--- src/rtl/fbq_pkg.sv ---
package fbq_pkg;

   typedef enum logic [1:0] {
      QS_IDLE  = 2'b00,
      QS_FIRST = 2'b01,
      QS_FLUSH = 2'b10,
      QS_NEXT  = 2'b11
   } qstat_e;

endpackage

--- src/rtl/fbq_phys.sv ---
module fbq_phys #(
   parameter int SEG_W  = 16,
   parameter int OFF_W  = 16,
   parameter int SHIFT  = 4,
   parameter int ADDR_W = 20
) (
   input  logic [SEG_W-1:0]  seg,
   input  logic [OFF_W-1:0]  off,
   output logic [ADDR_W-1:0] phys
);
   localparam int SW = SEG_W + SHIFT;

   logic [SW-1:0] seg_sh;

   assign seg_sh = {seg, {SHIFT{1'b0}}};
   assign phys   = ADDR_W'(seg_sh) + ADDR_W'(off);

endmodule

--- src/rtl/fbq_store.sv ---
module fbq_store #(
   parameter int DEPTH  = 6,
   parameter int BYTE_W = 8,
   localparam int PW = (DEPTH > 1) ? $clog2(DEPTH) : 1,
   localparam int CW = $clog2(DEPTH + 1)
) (
   input  logic              clk,
   input  logic              rst_n,
   input  logic              flush,
   input  logic [1:0]        push_n,
   input  logic [BYTE_W-1:0] in_b0,
   input  logic [BYTE_W-1:0] in_b1,
   input  logic              pop,
   output logic [CW-1:0]     fill,
   output logic [BYTE_W-1:0] head
);
   localparam bit POW2 = ((DEPTH & (DEPTH - 1)) == 0);
   localparam logic [PW-1:0] LAST   = PW'(DEPTH - 1);
   localparam logic [PW-1:0] LAST2  = PW'(DEPTH - 2);
   localparam logic [CW-1:0] CAP    = CW'(DEPTH);
   localparam logic [CW-1:0] CAP_M2 = CW'(DEPTH - 2);

   logic [BYTE_W-1:0] mem [DEPTH];
   logic [PW-1:0]     wp, rp;
   logic [PW-1:0]     wp_1, wp_2, rp_1;
   logic [CW-1:0]     cnt;

   generate
      if (POW2) begin : g_wrap_free
         assign wp_1 = wp + PW'(1);
         assign wp_2 = wp + PW'(2);
         assign rp_1 = rp + PW'(1);
      end else begin : g_wrap_cmp
         assign wp_1 = (wp == LAST) ? '0 : wp + PW'(1);
         assign wp_2 = (wp >= LAST2) ? wp + PW'(2) - PW'(DEPTH) : wp + PW'(2);
         assign rp_1 = (rp == LAST) ? '0 : rp + PW'(1);
      end
   endgenerate

   always_ff @(posedge clk) begin
      if (!flush && push_n != 2'd0) begin
         mem[wp] <= in_b0;
         if (push_n == 2'd2)
            mem[wp_1] <= in_b1;
      end
   end

   always_ff @(posedge clk or negedge rst_n) begin
      if (!rst_n) begin
         wp  <= '0;
         rp  <= '0;
         cnt <= '0;
      end else if (flush) begin
         wp  <= '0;
         rp  <= '0;
         cnt <= '0;
      end else begin
         if (push_n == 2'd1)
            wp <= wp_1;
         else if (push_n == 2'd2)
            wp <= wp_2;
         if (pop)
            rp <= rp_1;
         cnt <= cnt + CW'(push_n) - CW'(pop);
      end
   end

   assign fill = cnt;
   assign head = mem[rp];


   no_overflow_chk: assert property (@(posedge clk) disable iff (!rst_n)
      cnt <= CAP);


   pair_room_chk: assert property (@(posedge clk) disable iff (!rst_n)
      (push_n == 2'd2 && !flush) |-> (cnt <= CAP_M2 + CW'(pop)));

endmodule

--- src/rtl/fbq_ctrl.sv ---
module fbq_ctrl
   import fbq_pkg::*;
#(
   parameter int DEPTH = 6,
   parameter int SEG_W  = 16,
   parameter int OFF_W  = 16,
   parameter int SHIFT  = 4,
   parameter int ADDR_W = 20,
   parameter logic [SEG_W-1:0] BOOT_SEG = '1,
   parameter logic [OFF_W-1:0] BOOT_OFF = '0,
   localparam int CW = $clog2(DEPTH + 1)
) (
   input  logic              clk,
   input  logic              rst_n,
   input  logic              redirect,
   input  logic [SEG_W-1:0]  tgt_seg,
   input  logic [OFF_W-1:0]  tgt_off,
   input  logic              opnd_req,
   input  logic              fetch_ack,
   input  logic [CW-1:0]     fill,
   input  logic              take_ok,
   input  logic              first_byte,
   output logic              fetch_req,
   output logic [ADDR_W-1:0] fetch_addr,
   output logic [1:0]        push_n,
   output logic              keep_hi,
   output logic              opnd_grant,
   output qstat_e            qstat
);
   localparam logic [CW-1:0] ROOM_MAX = CW'(DEPTH - 2);

   logic [SEG_W-1:0]  cs_q;
   logic [OFF_W-1:0]  ip_q;
   logic [ADDR_W-1:0] phys;
   logic              req_q, odd_q, stale_q;
   logic [ADDR_W-1:0] addr_q;
   qstat_e            qs_q;
   logic              issue, accept;

   fbq_phys #(
      .SEG_W (SEG_W),
      .OFF_W (OFF_W),
      .SHIFT (SHIFT),
      .ADDR_W(ADDR_W)
   ) u_phys (
      .seg (cs_q),
      .off (ip_q),
      .phys(phys)
   );

   assign issue  = !req_q && !opnd_req && !redirect && (fill <= ROOM_MAX);
   assign accept = req_q && fetch_ack && !stale_q && !redirect;

   always_ff @(posedge clk or negedge rst_n) begin
      if (!rst_n) begin
         req_q   <= 1'b0;
         odd_q   <= 1'b0;
         stale_q <= 1'b0;
         addr_q  <= '0;
         cs_q    <= BOOT_SEG;
         ip_q    <= BOOT_OFF;
         qs_q    <= QS_IDLE;
      end else begin
         if (req_q && fetch_ack) begin
            req_q   <= 1'b0;
            stale_q <= 1'b0;
         end else if (issue) begin
            req_q  <= 1'b1;
            addr_q <= phys & ~(ADDR_W'(1));
            odd_q  <= ip_q[0];
         end

         if (redirect) begin
            cs_q <= tgt_seg;
            ip_q <= tgt_off;
            if (req_q && !fetch_ack)
               stale_q <= 1'b1;
         end else if (issue) begin
            ip_q <= ip_q + (ip_q[0] ? OFF_W'(1) : OFF_W'(2));
         end

         if (redirect)
            qs_q <= QS_FLUSH;
         else if (take_ok)
            qs_q <= first_byte ? QS_FIRST : QS_NEXT;
         else
            qs_q <= QS_IDLE;
      end
   end

   assign fetch_req  = req_q;
   assign fetch_addr = addr_q;
   assign push_n     = accept ? (odd_q ? 2'd1 : 2'd2) : 2'd0;
   assign keep_hi    = odd_q;
   assign opnd_grant = opnd_req && !req_q;
   assign qstat      = qs_q;


   issue_room_chk: assert property (@(posedge clk) disable iff (!rst_n)
      $rose(fetch_req) |-> ($past(fill) <= ROOM_MAX && !$past(opnd_req)));


   req_hold_chk: assert property (@(posedge clk) disable iff (!rst_n)
      (fetch_req && !fetch_ack) |=> (fetch_req && $stable(fetch_addr)));


   word_align_chk: assert property (@(posedge clk) disable iff (!rst_n)
      fetch_req |-> !fetch_addr[0]);


   flush_code_chk: assert property (@(posedge clk) disable iff (!rst_n)
      redirect |=> (qstat == QS_FLUSH));


   take_code_chk: assert property (@(posedge clk) disable iff (!rst_n)
      (take_ok && !redirect) |=> qstat[0]);

endmodule

--- src/rtl/fbq_top.sv ---
module fbq_top
   import fbq_pkg::*;
#(
   parameter int DEPTH  = 6,
   parameter int BYTE_W = 8,
   parameter int SEG_W  = 16,
   parameter int OFF_W  = 16,
   parameter int SHIFT  = 4,
   parameter int ADDR_W = 20,
   parameter logic [SEG_W-1:0] BOOT_SEG = '1,
   parameter logic [OFF_W-1:0] BOOT_OFF = '0
) (
   input  logic                clk,
   input  logic                rst_n,
   input  logic                redirect,
   input  logic [SEG_W-1:0]    target_seg,
   input  logic [OFF_W-1:0]    target_off,
   output logic                fetch_req,
   output logic [ADDR_W-1:0]   fetch_addr,
   input  logic                fetch_ack,
   input  logic [2*BYTE_W-1:0] fetch_data,
   input  logic                opnd_req,
   output logic                opnd_grant,
   input  logic                byte_take,
   input  logic                byte_first,
   output logic                byte_valid,
   output logic [BYTE_W-1:0]   byte_data,
   output logic [1:0]          qstat
);
   localparam int CW = $clog2(DEPTH + 1);

   generate
      if (DEPTH < 2) begin : g_bad_depth
         $error("fbq_top: DEPTH must hold at least one fetched word");
      end
      if (ADDR_W < OFF_W) begin : g_bad_addr
         $error("fbq_top: ADDR_W narrower than the offset");
      end
   endgenerate

   logic [CW-1:0]     fill;
   logic [1:0]        push_n;
   logic              keep_hi, take_ok;
   logic [BYTE_W-1:0] lo_b, hi_b, first_in;
   qstat_e            qs;

   assign lo_b     = fetch_data[BYTE_W-1:0];
   assign hi_b     = fetch_data[2*BYTE_W-1:BYTE_W];
   assign first_in = keep_hi ? hi_b : lo_b;
   assign take_ok  = byte_take && byte_valid && !redirect;

   fbq_ctrl #(
      .DEPTH   (DEPTH),
      .SEG_W   (SEG_W),
      .OFF_W   (OFF_W),
      .SHIFT   (SHIFT),
      .ADDR_W  (ADDR_W),
      .BOOT_SEG(BOOT_SEG),
      .BOOT_OFF(BOOT_OFF)
   ) u_ctrl (
      .clk       (clk),
      .rst_n     (rst_n),
      .redirect  (redirect),
      .tgt_seg   (target_seg),
      .tgt_off   (target_off),
      .opnd_req  (opnd_req),
      .fetch_ack (fetch_ack),
      .fill      (fill),
      .take_ok   (take_ok),
      .first_byte(byte_first),
      .fetch_req (fetch_req),
      .fetch_addr(fetch_addr),
      .push_n    (push_n),
      .keep_hi   (keep_hi),
      .opnd_grant(opnd_grant),
      .qstat     (qs)
   );

   fbq_store #(
      .DEPTH (DEPTH),
      .BYTE_W(BYTE_W)
   ) u_store (
      .clk   (clk),
      .rst_n (rst_n),
      .flush (redirect),
      .push_n(push_n),
      .in_b0 (first_in),
      .in_b1 (hi_b),
      .pop   (take_ok),
      .fill  (fill),
      .head  (byte_data)
   );

   assign byte_valid = (fill != '0);
   assign qstat      = qs;


   flush_empty_chk: assert property (@(posedge clk) disable iff (!rst_n)
      redirect |=> !byte_valid);


   empty_hold_chk: assert property (@(posedge clk) disable iff (!rst_n)
      (!byte_valid && !(fetch_req && fetch_ack)) |=> !byte_valid);

endmodule

--- config.mk ---
export PLATFORM = sky130hd
export DESIGN_NAME = fbq_top
export DESIGN_NICKNAME = d
export VERILOG_FILES = /design/src/rtl/fbq_pkg.sv /design/src/rtl/fbq_phys.sv /design/src/rtl/fbq_store.sv /design/src/rtl/fbq_ctrl.sv /design/src/rtl/fbq_top.sv
export SDC_FILE = /design/constraint.sdc
export NUM_CORES = 1
export LEC_CHECK = 0
export BUFFER_PORTS_ARGS = -buffer_cell sky130_fd_sc_hd__buf_4
export CELL_PAD_IN_SITES_DETAIL_PLACEMENT = 1
export CELL_PAD_IN_SITES_GLOBAL_PLACEMENT = 2
export CORE_ASPECT_RATIO = 1.5
export CORE_MARGIN = 2
export CORE_UTILIZATION = 35
export CTS_CLUSTER_DIAMETER = 200
export DETAILED_ROUTE_END_ITERATION = 8
export PLACE_DENSITY = 0.77
export SYNTH_ARGS = -nofsm -noshare
export SYNTH_HDL_FRONTEND = slang
export SYNTH_SLANG_ARGS = --single-unit
--- constraint.sdc ---
create_clock -name clk -period 2.2 [get_ports clk]
set_clock_uncertainty 0.15 [all_clocks]
set_input_delay 0.55 -clock clk [delete_from_list [all_inputs] [get_ports clk]]
set_output_delay 0.55 -clock clk [all_outputs]
set_load 0.01 [all_outputs]
* After elaboration in Yosys (flattened, before gate mapping) *
Memories as Yosys holds them, arrays and structs flattened.
Index checks and enable logic that the tools add are counted.

word-level totals
  memories = 1
  memory bits (writable) = 48
  output and inout bits = 33
  word-level logic and storage cells = 77
  input port bits = 55
  register bits = 65

memory list
  memory       words  bits a word  rd ports  clocked after memory_dff  write ports  line             RTL
  u_store.mem  6      8            1         0                         2            fbq_store.sv:23  logic [BYTE_W-1:0] mem [DEPTH];

operators by class
  reduce and logical (&&, ||, !) cells = 23
  $add $sub $neg = 8
  magnitude comparators = 2
  bitwise operators = 1
  mux-type cells = 28
  equal/unequal tests = 4

operators with widths
  operator                                                               number
  16-bit two-way mux                                                     2
  3-bit two-way mux                                                      9
  20-bit by 16-bit adder with 20-bit output                              1
  16-bit adder                                                           1
  2-bit two-way mux                                                      6
  1-bit logical AND                                                      11
  1-bit two-way mux                                                      10
  8-bit two-way mux                                                      1
  2-bit nonzero test                                                     4
  3-bit by 1-bit adder with 3-bit output, second input constant          2
  3-bit equality test, second input constant                             2
  3-bit nonzero test                                                     2
  1-bit logical NOT                                                      5
  3-bit by 2-bit adder with 3-bit output                                 1
  3-bit by 2-bit adder with 3-bit output, second input constant          1
  3-bit greater-or-equal comparator, second input constant               1
  3-bit less-or-equal comparator, second input constant                  1
  3-bit by 1-bit subtractor with 3-bit output                            1
  3-bit subtractor, second input constant                                1
  2-bit by 1-bit equality test with 1-bit output, second input constant  1
  2-bit equality test, second input constant                             1
  2-bit AND reduction                                                    1
  1-bit NOT                                                              1

* Logic depth before layout (Yosys ltp) *
Gate-level depths: netlist of run 1.

  depth after elaboration = 8
  depth in mapped cells = 11
  gate-level depth less buffers = 10

* By module *
Synthesis of run 1 repeated with hierarchy kept, for this count alone.

unflattened totals
  cells, all modules = 527
  area total of the unflattened synthesis = 6511.2 um^2

modules (own cells, without submodules)
  module     cells each  seq. area each (um^2)  area each (um^2)  instances
  fbq_store  199         1666.6                 3076.7            1
  fbq_ctrl   209         1421.4                 2498.6            1
  fbq_phys   108         0.0                    820.8             1
  fbq_top    11          0.0                    115.1             1

* Worst setup path after synthesis of run 1 *
No wires, ideal clock.

  path kind = input -> register
  from = input redirect
  to = register u_store.cnt[2] (netlist: u_store.fill[2])
  slack = -0.514 ns
  data required time = 1.919 ns
  library setup time = 0.131 ns
  buffers on the path = 3
  arrival time = 2.433 ns
  stages = 11
  cell sequence = clkbuf_2 buf_1 clkbuf_1 nor2_1 ha_1 inv_1 ha_1 inv_1 fa_1 xnor2_1 nor2_1

on the way
  word-level cells in the longest chain between the ends = 6
  elaborated cells between the ends (all ways) = 7
  those cells by class = 2 x add/sub; 2 x mux; 3 x reduce/logical

RTL lines
  what                                         line                           RTL
  from (decl)                                  fbq_top.sv:15                  input logic redirect,
  1-bit logical NOT                            fbq_ctrl.sv:52, fbq_top.sv:50
  1-bit logical AND                            fbq_ctrl.sv:52                 assign accept = req_q && fetch_ack && !stale_q && !redirect;
  2-bit two-way mux                            fbq_ctrl.sv:93                 assign push_n = accept ? (odd_q ? 2'd1 : 2'd2) : 2'd0;
  3-bit by 2-bit adder with 3-bit output       fbq_store.sv:64                cnt <= cnt + CW'(push_n) - CW'(pop);
  3-bit by 1-bit subtractor with 3-bit output  fbq_store.sv:64
  3-bit two-way mux (*)                        fbq_store.sv:53                end else if (flush) begin
  to (signal assigned)                         fbq_store.sv:64
  to (decl)                                    fbq_store.sv:26                logic [CW-1:0] cnt;

Mark *: on every way between the ends. The rest lies on a longest branch, timed or not.
A chain may end at the register's enable or synchronous reset.

* Worst setup path after layout of run 1 *
  from = register u_store.rp[0]
  to = output byte_data[2]

on the way
  word-level cells in the longest chain between the ends = 1

RTL lines
  what                    line             RTL
  from (decl)             fbq_store.sv:24  logic [PW-1:0] wp, rp;
  from (signal assigned)  fbq_store.sv:63  rp <= rp_1;
  memory read 6 x 8 bit   -
  to (decl)               fbq_top.sv:27    output logic [BYTE_W-1:0] byte_data,

No other way between the ends.

==> run_results.csv, run 1 <==
group,metric,value,unit
synthesis,synthCells,514,
critical_path,reg2reg_depth,9,
drt,wl_per_cell,19.4,µm
sta,timing_hold_violations_final,0,
run,max-cap-violations,0,
clock_tree,cts_tree,"yes",
grt,grt_pass1_wl,27600,µm
critical_path,reg2reg_setup_slack,0,ns
power,p_sw,2.52,mW
sta,relSlewSlack,61.6,%
synthesis,synth_cell_types,65,
critical_path,worst_ep_arrival_time,1.82,ns
critical_path,path_buf_inv,2,
synthesis,synth_area_per_cell,11.8,µm²
power,p_comb_share,33.6,%
synthesis,ys.flop_type,"dfrtp_1",
status,outcome,"finished with violations",
synthesis,synth-seq-cells,113,
drt,post_drt_via_cell_ratio,5.28,
clock_tree,cts_buffer_depth,2,
power,power_density,997,nW/µm²
critical_path,crit_type,"reg2out",
layout,nFillCells,1842,
drt,drc,0,
layout,nets,739,
grt,first_global_vias,5284,
layout,drive_above_1_share,47.9,%
power,power.internal,5.67,mW
placed_design,place_congestion,0.799,
sta,rsz0062_at_grt,"true",
critical_path,crit_family,"multiplexers",
critical_path,rr_endpoint,"u_store.fill[1]$_DFF_PN0_",
clock_tree,cts_buffers,17,
synthesis,synthArstFlopShare,57.5,%
synthesis,synth_most_common_cell,"mux2_2",
critical_path,r2r-start,"u_store.fill[0]$_DFF_PN0_",
grt,antenna_found_initial,0,
grt,grt_max_degree,52,
floorplan,ioPinCount,88,
synthesis,yosys-top-cells-count,"mux2_2 (64), nand2_1 (56), dfrtp_1 (49)",
synthesis,syn-num-nets,589,
sta,setup_viol,9,
worst_hold_path,min_path_type,"in2reg",
critical_path,cp.required,1.50,ns
floorplan,die_width,111,µm
worst_hold_path,whs_path_depth,2,
floorplan,fp.dieH,165,µm
grt,grt-ovfl-total,0,
critical_path,crit_path_end_kind,"output port",
drt,wl,17200,µm
sta,fin_crit,2.52,ns
placed_design,dp_hpwl,12200,µm
floorplan,dieArea,18300,µm²
clock_tree,clk_latency,0.41,ns
power,p_clk_share,32.5,%
layout,area_growth,36.0,%
floorplan,coreArea,16800,µm²
critical_path,crit_chain,"buf_12 > mux4_2 > nor2_2 > a21oi_2 > buf_4",
placed_design,portBuffers,86,
drt,detail-route-antenna-nets,0,
sta,hold-worst-slack,0.171,ns
power,seqPwrFrac,33.9,%
synthesis,yosysTopAreaCell,"edfxtp_1",
grt,track_usage,19.4,%
synthesis,synthTopCellsByArea,"edfxtp_1 (24%), dfrtp_1 (20%), mux2_2 (12%)",
clock_tree,h-tree-depth,4,
synthesis,seq_area_frac_synth,51.1,%
critical_path,slowest_delay,0.50,ns
synthesis,synth_edf_count,48,
critical_path,critPathLaunchType,"register",
critical_path,cp_max_fo,5,
drt,drt_iter0_markers,142,
clock_tree,cts-root-buf,"clkbuf_16",
power,irDropWorstVdd,0.557,mV
floorplan,num_rows,58,
synthesis,yosysWarnings,0,
status,violations,"negative setup slack",
sta,drv_slew,0,
placed_design,preCtsSetupSlack,-0.0938,ns
critical_path,cp_slowest_cell,"mux4_2",
sta,fmax,397,MHz
floorplan,start_util,35.9,%
synthesis,synth_area,6040,µm²
sta,fin_ws,-0.317,ns
synthesis,synth_top_area_share,23.9,%
clock_tree,clkSlewWorstSetupHoldPaths,0.05,ns
power,p_sw_share,30.8,%
worst_hold_path,worst_hold_path.endpoint,"u_ctrl.qstat[1]$_DFF_PN0_",
drt,num_vias,4687,
layout,diodes,0,
clock_tree,clkSinkCount,113,
sta,max_slew.worst_pin.slew,0.575,ns
sta,finalCritPeriodShare,114,%
power,p_leak,3.40,nW
drt,dr.pass1.iters,5,
worst_hold_path,min_from,"byte_first",
[logic make-up after synthesis]
logic type      share of synthesized area (%)
fa+ha+maj                                4.39
compound gates                           12.0
simple gates                             11.1
buf+inv                                  2.61
xor+xnor                                 2.32
mux                                      16.4
flops                                    51.1
other cells                            0.0621
[per-layer routing]
| metal | vias up | part of all wire [%] | GRT usage (%) |
|---|---|---|---|
| met5 | - | 0 | 0 |
| met4 | 0 | 1.7 | 6.85 |
| met3 | 24 | 3.2 | 4.22 |
| met2 | 100 | 59 | 38.5 |
| met1 | 2364 | 36 | 19.8 |
| li1 | 2199 | - | - |
[per-stage QoR]
step	TNS, ns	power (mW)	area, µm²	instances	util (%)
3_3_place_gp	-0.122	5.21	7350	843	43.6
2_1_floorplan	-2.98	4.16	6090	514	-
5_1_grt	-3.28	8.63	8210	887	48.8
3_5_place_dp	-1.58	5.31	7350	843	43.6
6_report	-2.39	8.19	8210	887	48.8
4_1_cts	-2.52	8.14	8030	881	47.7
[area by class of cell]
type / instances / area [µm²] / area share [%]
sequential: 113 / 3090 / 37.6
multi-input combinational: 364 / 2980 / 36.3
clock buffer: 17 / 425 / 5.18
inverter: 13 / 53.8 / 0.655
timing repair buffer: 155 / 1250 / 15.3
clock inverter: 15 / 144 / 1.75
tap: 210 / 263 / 3.20
[registers in the layout, indices dropped and copies added (netlist names), named ones only]
name / cells
u_store.mem: 48
u_ctrl.fetch_addr: 19
u_ctrl.cs_q: 16
u_ctrl.ip_q: 16
u_store.fill: 3
u_store.rp: 3
u_store.wp: 3
u_ctrl.qstat: 2
u_ctrl.fetch_req: 1
u_ctrl.keep_hi: 1
[how the worst max path moves through the flow]
stage | startpoint | to | slack, ns | depth (start not counted)
2_1_floorplan | redirect | u_store.mem[1][0]$_DFFE_PP_ | -0.18 | 4
3_3_place_gp | u_ctrl.cs_q[0]$_DFFE_PN1P_ | u_ctrl.fetch_addr[18]$_DFFE_PN0P_ | -0.03 | 9
3_5_place_dp | u_store.fill[1]$_DFF_PN0_ | u_store.fill[2]$_DFF_PN0_ | -0.09 | 10
4_1_cts | u_store.rp[0]$_DFFE_PN0P_ | byte_data[3] | -0.35 | 5
5_1_grt | u_store.rp[0]$_DFFE_PN0P_ | byte_data[2] | -0.40 | 5
6_report | u_store.rp[0]$_DFFE_PN0P_ | byte_data[2] | -0.32 | 5
[cells in the final DEF, fill, tap and decap left out, types with 3 or more instances in the layout]
| cell | Yosys | final |
|---|---|---|
| a221o_1 | 6 | 6 |
| inv_1 | 13 | 11 |
| clkinvlp_4 | 0 | 4 |
| mux4_2 | 8 | 8 |
| a21oi_2 | 2 | 10 |
| nor2_1 | 35 | 30 |
| nand4_1 | 5 | 5 |
| nor4_1 | 3 | 3 |
| xor2_1 | 8 | 8 |
| edfxtp_1 | 48 | 48 |
| ha_4 | 0 | 4 |
| dfstp_2 | 16 | 16 |
| a31oi_2 | 3 | 3 |
| mux2i_1 | 9 | 9 |
| o211ai_1 | 3 | 3 |
| nand3_1 | 9 | 7 |
| buf_12 | 0 | 5 |
| mux2_2 | 64 | 64 |
| nor2_2 | 0 | 4 |
| ha_1 | 18 | 14 |
| o21ai_0 | 29 | 25 |
| and2_1 | 4 | 4 |
| buf_4 | 2 | 146 |
| a21o_1 | 5 | 5 |
| o21ai_1 | 2 | 6 |
| dfrtp_1 | 49 | 47 |
| xnor2_1 | 8 | 7 |
| clkbuf_16 | 0 | 18 |
| nor3_1 | 8 | 7 |
| clkinv_2 | 0 | 4 |
| a21oi_1 | 31 | 22 |
| nand2_1 | 56 | 54 |
[power groups by stage]
| stage | clock network, mW | registers, mW | logic, mW |
|---|---|---|---|
| floorplan | 0 | 2.83 | 1.34 |
| global placement | 0 | 2.79 | 2.42 |
| detailed placement | 0 | 2.80 | 2.51 |
| CTS | 2.73 | 2.76 | 2.65 |
| global route | 2.82 | 2.81 | 2.99 |
| finish | 2.66 | 2.77 | 2.75 |
[timing repair]
action,in CTS,in global routing
hold endpoints to repair,12,0
gates resized for setup,14,31
gates cloned,0,1
hold buffers,1,0
endpoints found under the setup margin,16,27
setup buffers,5,5
pin swaps,8,19
No activity file was read; power rests on OpenSTA's default activity.
==> run 2: changes to the inputs <==
--- a/config.mk
+++ b/config.mk
@@ -7,3 +7,3 @@
 export LEC_CHECK = 0
-export BUFFER_PORTS_ARGS = -buffer_cell sky130_fd_sc_hd__buf_4
+export BUFFER_PORTS_ARGS = -buffer_cell sky130_fd_sc_hd__buf_2
 export CELL_PAD_IN_SITES_DETAIL_PLACEMENT = 1
==> constraint.sdc (replaced) <==
create_clock -name clk -period 2.2 [get_ports clk]
set_clock_uncertainty 0.15 [all_clocks]
set_input_delay 0 -clock clk [delete_from_list [all_inputs] [get_ports clk]]
set_output_delay 0 -clock clk [all_outputs]
set_load 0.01 [all_outputs]
==> run 2 against run 1 <==
Against the previous run: the run now ends clean; sequential share of layout area is 0.83 points lower; cell area is 2.2% higher; global-route usage is 0.31 points lower; critical path type is now reg2reg.
==> run_results.csv, run 2 (synthesis gave the netlist of run 1 again) <==
group,metric,value,unit
grt,antenna_found_initial,0,
critical_path,rr_endpoint,"u_ctrl.fetch_addr[12]$_DFFE_PN0P_",
critical_path,reg2reg_setup_slack,0.02,ns
drt,wl_per_cell,18.4,µm
critical_path,cp_max_fo,3,
critical_path,crit_path_end_kind,"register",
sta,fin_crit,2.18,ns
layout,drive_above_1_share,42.1,%
sta,finalCritPeriodShare,99.0,%
power,power_density,945,nW/µm²
layout,largest_register_ffs,48,
critical_path,worst_ep_arrival_time,2.32,ns
grt,track_usage,19.1,%
floorplan,start_util,35.9,%
power,irDropWorstVdd,0.515,mV
clock_tree,cts_tree,"yes",
grt,top_usage_layer,"met2",
critical_path,critPathLaunchType,"register",
worst_hold_path,min_path_type,"in2reg",
power,p_clk_share,33.9,%
run,max-cap-violations,0,
clock_tree,cts_buffers,17,
critical_path,cp.required,2.34,ns
placed_design,dp_hpwl,11900,µm
floorplan,die_width,111,µm
critical_path,endpoint,"u_ctrl.fetch_addr[12]$_DFFE_PN0P_",
grt,grt_pass1_wl,27400,µm
drt,dr.pass1.iters,4,
floorplan,dieArea,18300,µm²
drt,num_vias,4804,
power,p_sw_share,32.1,%
drt,post_drt_via_cell_ratio,5.15,
status,outcome,"completed",
grt,grt-ovfl-total,0,
sta,fmax,459,MHz
grt,first_global_vias,5398,
sta,rsz0062_at_grt,"true",
clock_tree,cts-root-buf,"clkbuf_16",
power,p_comb_share,31.4,%
sta,timing_hold_violations_final,0,
sta,max_slew.worst_pin.slew,0.652,ns
layout,final_common_cell,"buf_2",
sta,setup_viol,0,
critical_path,startpoint,"u_ctrl.ip_q[4]$_DFFE_PN0P_",
grt,met2_usage,37.6,%
clock_tree,clkSinkCount,113,
floorplan,num_rows,58,
power,p_sw,2.54,mW
floorplan,fp.dieH,165,µm
critical_path,crit_type,"reg2reg",
floorplan,ioPinCount,88,
layout,final_cell_mix,"buf_2 (86), mux2_2 (64), dlygate4sd3_1 (57), nand2_1 (54), buf_4 (53)",
sta,hold-worst-slack,0.0973,ns
placed_design,place_congestion,0.851,
layout,nets,784,
grt,met3_usage,3.63,%
clock_tree,cts_buffer_depth,2,
layout,largest-register,"u_store.mem",
drt,drc,0,
drt,wl,17100,µm
worst_hold_path,whs_path_depth,3,
drt,drt_iter0_markers,201,
layout,utilization,49.9,%
clock_tree,h-tree-depth,4,
grt,grtUsageMet1,20.7,%
power,seqPwrFrac,34.7,%
placed_design,portBuffers,86,
power,p_leak,3.50,nW
critical_path,reg2reg_depth,9,
layout,area_growth,39.0,%
grt,grt_max_degree,57,
critical_path,r2r-start,"u_ctrl.ip_q[4]$_DFFE_PN0P_",
layout,diodes,0,
sta,drv_slew,0,
sta,relSlewSlack,56.5,%
drt,detail-route-antenna-nets,0,
clock_tree,clkSlewWorstSetupHoldPaths,0.06,ns
floorplan,coreArea,16800,µm²
power,power.internal,5.39,mW
clock_tree,clk_latency,0.41,ns
[run 2: cell type report]
type | instances | area [µm²]
clock buffers | 17 | 425
flip-flops and latches | 113 | 3090
well taps | 210 | 263
multi-input cells | 364 | 2950
clock inverters | 15 | 148
repair buffers | 200 | 1470
inverters | 13 | 51.3
fillers | 1821 | 8440
[run 2: how the worst min path moves through the flow]
stage / slack [ns] / from / end
finish: 0.1 / redirect / u_ctrl.qstat[0]$_DFF_PN0_
global route: 0.14 / redirect / u_ctrl.qstat[0]$_DFF_PN0_
CTS: 0.08 / redirect / u_ctrl.qstat[0]$_DFF_PN0_
detailed placement: -0.10 / rst_n / u_ctrl.fetch_addr[13]$_DFFE_PN0P_
global placement: -0.11 / rst_n / u_ctrl.fetch_addr[13]$_DFFE_PN0P_
floorplan: -0.45 / rst_n / asynchronous set/reset pin
[run 2: worst max-delay path, cell delays in order, from the launching register on]
cell and delay, ns:
dfrtp_1 0.41, ha_4 0.18, fa_2 0.38, a21oi_2 0.13, buf_4 0.14, o21a_1 0.16
o21ai_1 0.08, a21oi_1 0.17, xor2_1 0.17, o21ai_1 0.08
[run 2: what timing repair did]
item / 4_1_cts / 5_1_grt
setup endpoints to repair: 8 / 29
hold endpoints to repair: 152 / 0
buffers inserted: 3 / 4
pin swaps: 4 / 19
resized for setup: 9 / 23
hold buffers: 58 / 0
[run 2: routing by layer]
layer,vias up,part of all wire [%]
met1,2405,39
met4,0,0.90
li1,2298,-
met2,89,58
met5,-,0
met3,12,2.7
[run 2: per-stage QoR]
step                      setup TNS, ns  setup WS [ns]  power, mW  instances  cell area (µm²)
after floorplan                  -0.163        -0.0108       4.16        514             6060
after global placement           -0.149        -0.0615       4.98        835             7050
after detailed placement         -0.415        -0.0968       5.07        835             7050
after CTS                        -0.116        -0.0600       7.94        928             8250
after global routing             -0.429         -0.104       8.38        932             8400
final                                 0         0.0210       7.93        932             8400
[run 2: power by group through the flow]
stage	sequential, mW	clock, mW	combinational [mW]
after floorplan	2.83	0	1.34
after global placement	2.77	0	2.21
after detailed placement	2.78	0	2.28
after CTS	2.75	2.75	2.43
after global routing	2.79	2.84	2.74
final	2.75	2.69	2.49
==> run 3: changes to the inputs <==
Settings changed: CORE_UTILIZATION 35 to 41, PLACE_DENSITY 0.77 to 0.85.
Clock period 2.2 ns to 2.82 ns, I/O delays scaled along.
==> run 3 against run 2 <==
Against the previous run: via count fell by 2.3%; clock power fell by 25%; die area fell by 14%; final cell count fell by 5.8%; routed wire length fell by 3.8%; total power fell by 26%; combinational power fell by 35%; cell area fell by 5.9%; first-iteration DRC count fell by 29%; critical endpoint is now u_store.mem[1][7]$_DFFE_PP_; largest cell class unchanged; highest routed layer unchanged.
==> run_results.csv, run 3 (synthesis gave the netlist of run 1 again) <==
group,metric,value,unit
status,outcome,"completed",
clock_tree,h-tree-depth,4,
grt,first_global_vias,5080,
power,p_leak,3.27,nW
placed_design,dp_hpwl,11100,µm
drt,wl,16500,µm
layout,area_growth,30.7,%
layout,fin_cells,878,
layout,utilization,54.6,%
layout,nets,744,
floorplan,coreArea,14500,µm²
floorplan,num_rows,54,
power,irDropWorstVdd,0.401,mV
layout,diodes,0,
clock_tree,cts_buffers,17,
clock_tree,clkSlewWorstSetupHoldPaths,0.06,ns
worst_hold_path,worst_hold_path.endpoint,"u_ctrl.ip_q[10]$_DFFE_PN0P_",
floorplan,dieArea,15700,µm²
worst_hold_path,min_from,"opnd_req",
placed_design,dp_cells,784,
clock_tree,clk_latency,0.42,ns
floorplan,die_width,103,µm
critical_path,reg2reg_setup_slack,0.13,ns
drt,wl_per_cell,18.8,µm
drt,top_layer,"met4",
sta,max_slew.worst_pin.slew,0.843,ns
floorplan,fp.dieH,153,µm
placed_design,place_congestion,0.804,
drt,wl_met3,480,µm
sta,fin_crit,2.69,ns
run,max-cap-violations,0,
power,power_density,744,nW/µm²
sta,fmax,372,MHz
floorplan,start_util,41.8,%
grt,antenna_found_initial,0,
clock_tree,clkSinkCount,113,
drt,dr.pass1.iters,4,
layout,drive_above_1_share,34.0,%
critical_path,critPathLaunchType,"register",
critical_path,crit_path_end_kind,"register",
critical_path,r2r-start,"u_store.wp[2]$_DFFE_PN0P_",
grt,track_usage,21.9,%
critical_path,worst_ep_arrival_time,2.70,ns
layout,final_cell_mix,"buf_2 (86), mux2_2 (64), dlygate4sd3_1 (62), nand2_1 (55), dfrtp_1 (49)",
critical_path,reg2reg_depth,4,
drt,m1WireLength,6010,µm
worst_hold_path,min_path_type,"in2reg",
critical_path,rr_endpoint,"u_store.mem[1][7]$_DFFE_PP_",
power,total_power,5.87,mW
grt,grt_pass1_wl,26200,µm
drt,num_vias,4693,
drt,wl_met2,9640,µm
sta,hold-worst-slack,0.0633,ns
floorplan,ioPinCount,88,
sta,relSlewSlack,43.8,%
worst_hold_path,whs_path_depth,7,
sta,setup_viol,0,
critical_path,cp.required,2.83,ns
grt,grt_max_degree,66,
critical_path,crit_type,"reg2reg",
layout,nFillCells,1579,
drt,detail-route-antenna-nets,0,
clock_tree,cts_buffer_depth,2,
sta,finalCritPeriodShare,95.4,%
layout,final_common_cell,"buf_2",
sta,setup_tns,0,ns
sta,rsz0062_at_grt,"false",
critical_path,cp_max_fo,11,
drt,drc,0,
layout,largest_register_ffs,48,
placed_design,portBuffers,86,
grt,grt-ovfl-total,0,
drt,drt_iter0_markers,142,
clock_tree,cts-root-buf,"clkbuf_16",
sta,timing_hold_violations_final,0,
layout,largest-register,"u_store.mem",
clock_tree,cts_tree,"yes",
drt,post_drt_via_cell_ratio,5.35,
sta,drv_slew,0,
==> run 3: cell types whose count changed in the layout (fill, tap and decap cells not counted), sizes merged <==
| cell | previous run | this run |
|---|---|---|
| buf | 142 | 98 |
| dlygate4sd3 | 57 | 62 |
| clkinvlp | 3 | 4 |
| dlymetal6s4s | 1 | 0 |
| inv | 20 | 19 |
==> run 3: repair_timing <==
action / 4_1_cts / 5_1_grt
resized for setup: 0 / 2
buffers inserted: 0 / 0
setup endpoints to repair: 0 / 2
hold buffers: 62 / 0
endpoints found under the hold margin: 139 / 0
==> run 3: power breakdown <==
part	switching, mW	internal [mW]
Combinational	0.826	0.805
Sequential	0.229	1.99
Clock	0.807	1.22
==> run 3: final cells by class <==
cell class                      instances  area [µm²]  area share (%)
Sequential cell                       113        3090            39.1
Multi-Input combinational cell        364        2820            35.7
Timing Repair Buffer                  160        1140            14.5
Clock buffer                           17         425            5.39
Tap cell                              196         245            3.11
Clock inverter                         15         133            1.68
Inverter                               13        48.8           0.618
==> run 3: worst max path at each step <==
stage                          startpoint                           endpoint  slack (ns)
2_1_floorplan   u_store.fill[1]$_DFF_PN0_          u_store.fill[2]$_DFF_PN0_        0.49
3_3_place_gp   u_ctrl.ip_q[4]$_DFFE_PN0P_  u_ctrl.fetch_addr[14]$_DFFE_PN0P_        0.45
3_5_place_dp   u_ctrl.ip_q[4]$_DFFE_PN0P_  u_ctrl.fetch_addr[18]$_DFFE_PN0P_        0.37
4_1_cts         u_store.wp[2]$_DFFE_PN0P_        u_store.mem[2][3]$_DFFE_PP_        0.08
5_1_grt         u_store.wp[2]$_DFFE_PN0P_        u_store.mem[1][6]$_DFFE_PP_        0.03
6_report        u_store.wp[2]$_DFFE_PN0P_        u_store.mem[1][7]$_DFFE_PP_        0.13
==> run 3: metal layers <==
metal / track usage, % / vias to the layer above
li1: - / 2219
met1: 23.3 / 2353
met2: 41.7 / 97
met3: 4.31 / 24
met4: 7.21 / 0
met5: 0 / -
==> run 3: through the flow <==
stage / instance area [µm²] / worst slack [ns]
after global routing: 7900 / 0.0280
after floorplan: 6040 / 0.492
after CTS: 7880 / 0.0823
after detailed placement: 6700 / 0.366
after global placement: 6700 / 0.447
final: 7900 / 0.130
==> run 3: worst max-delay path, cell delays in order (launching register included) <==
cell,delay [ns]
dfrtp_1,0.60
nor2_1,0.20
a21oi_2,0.53
mux2_2,0.40
dlygate4sd3_1,0.56
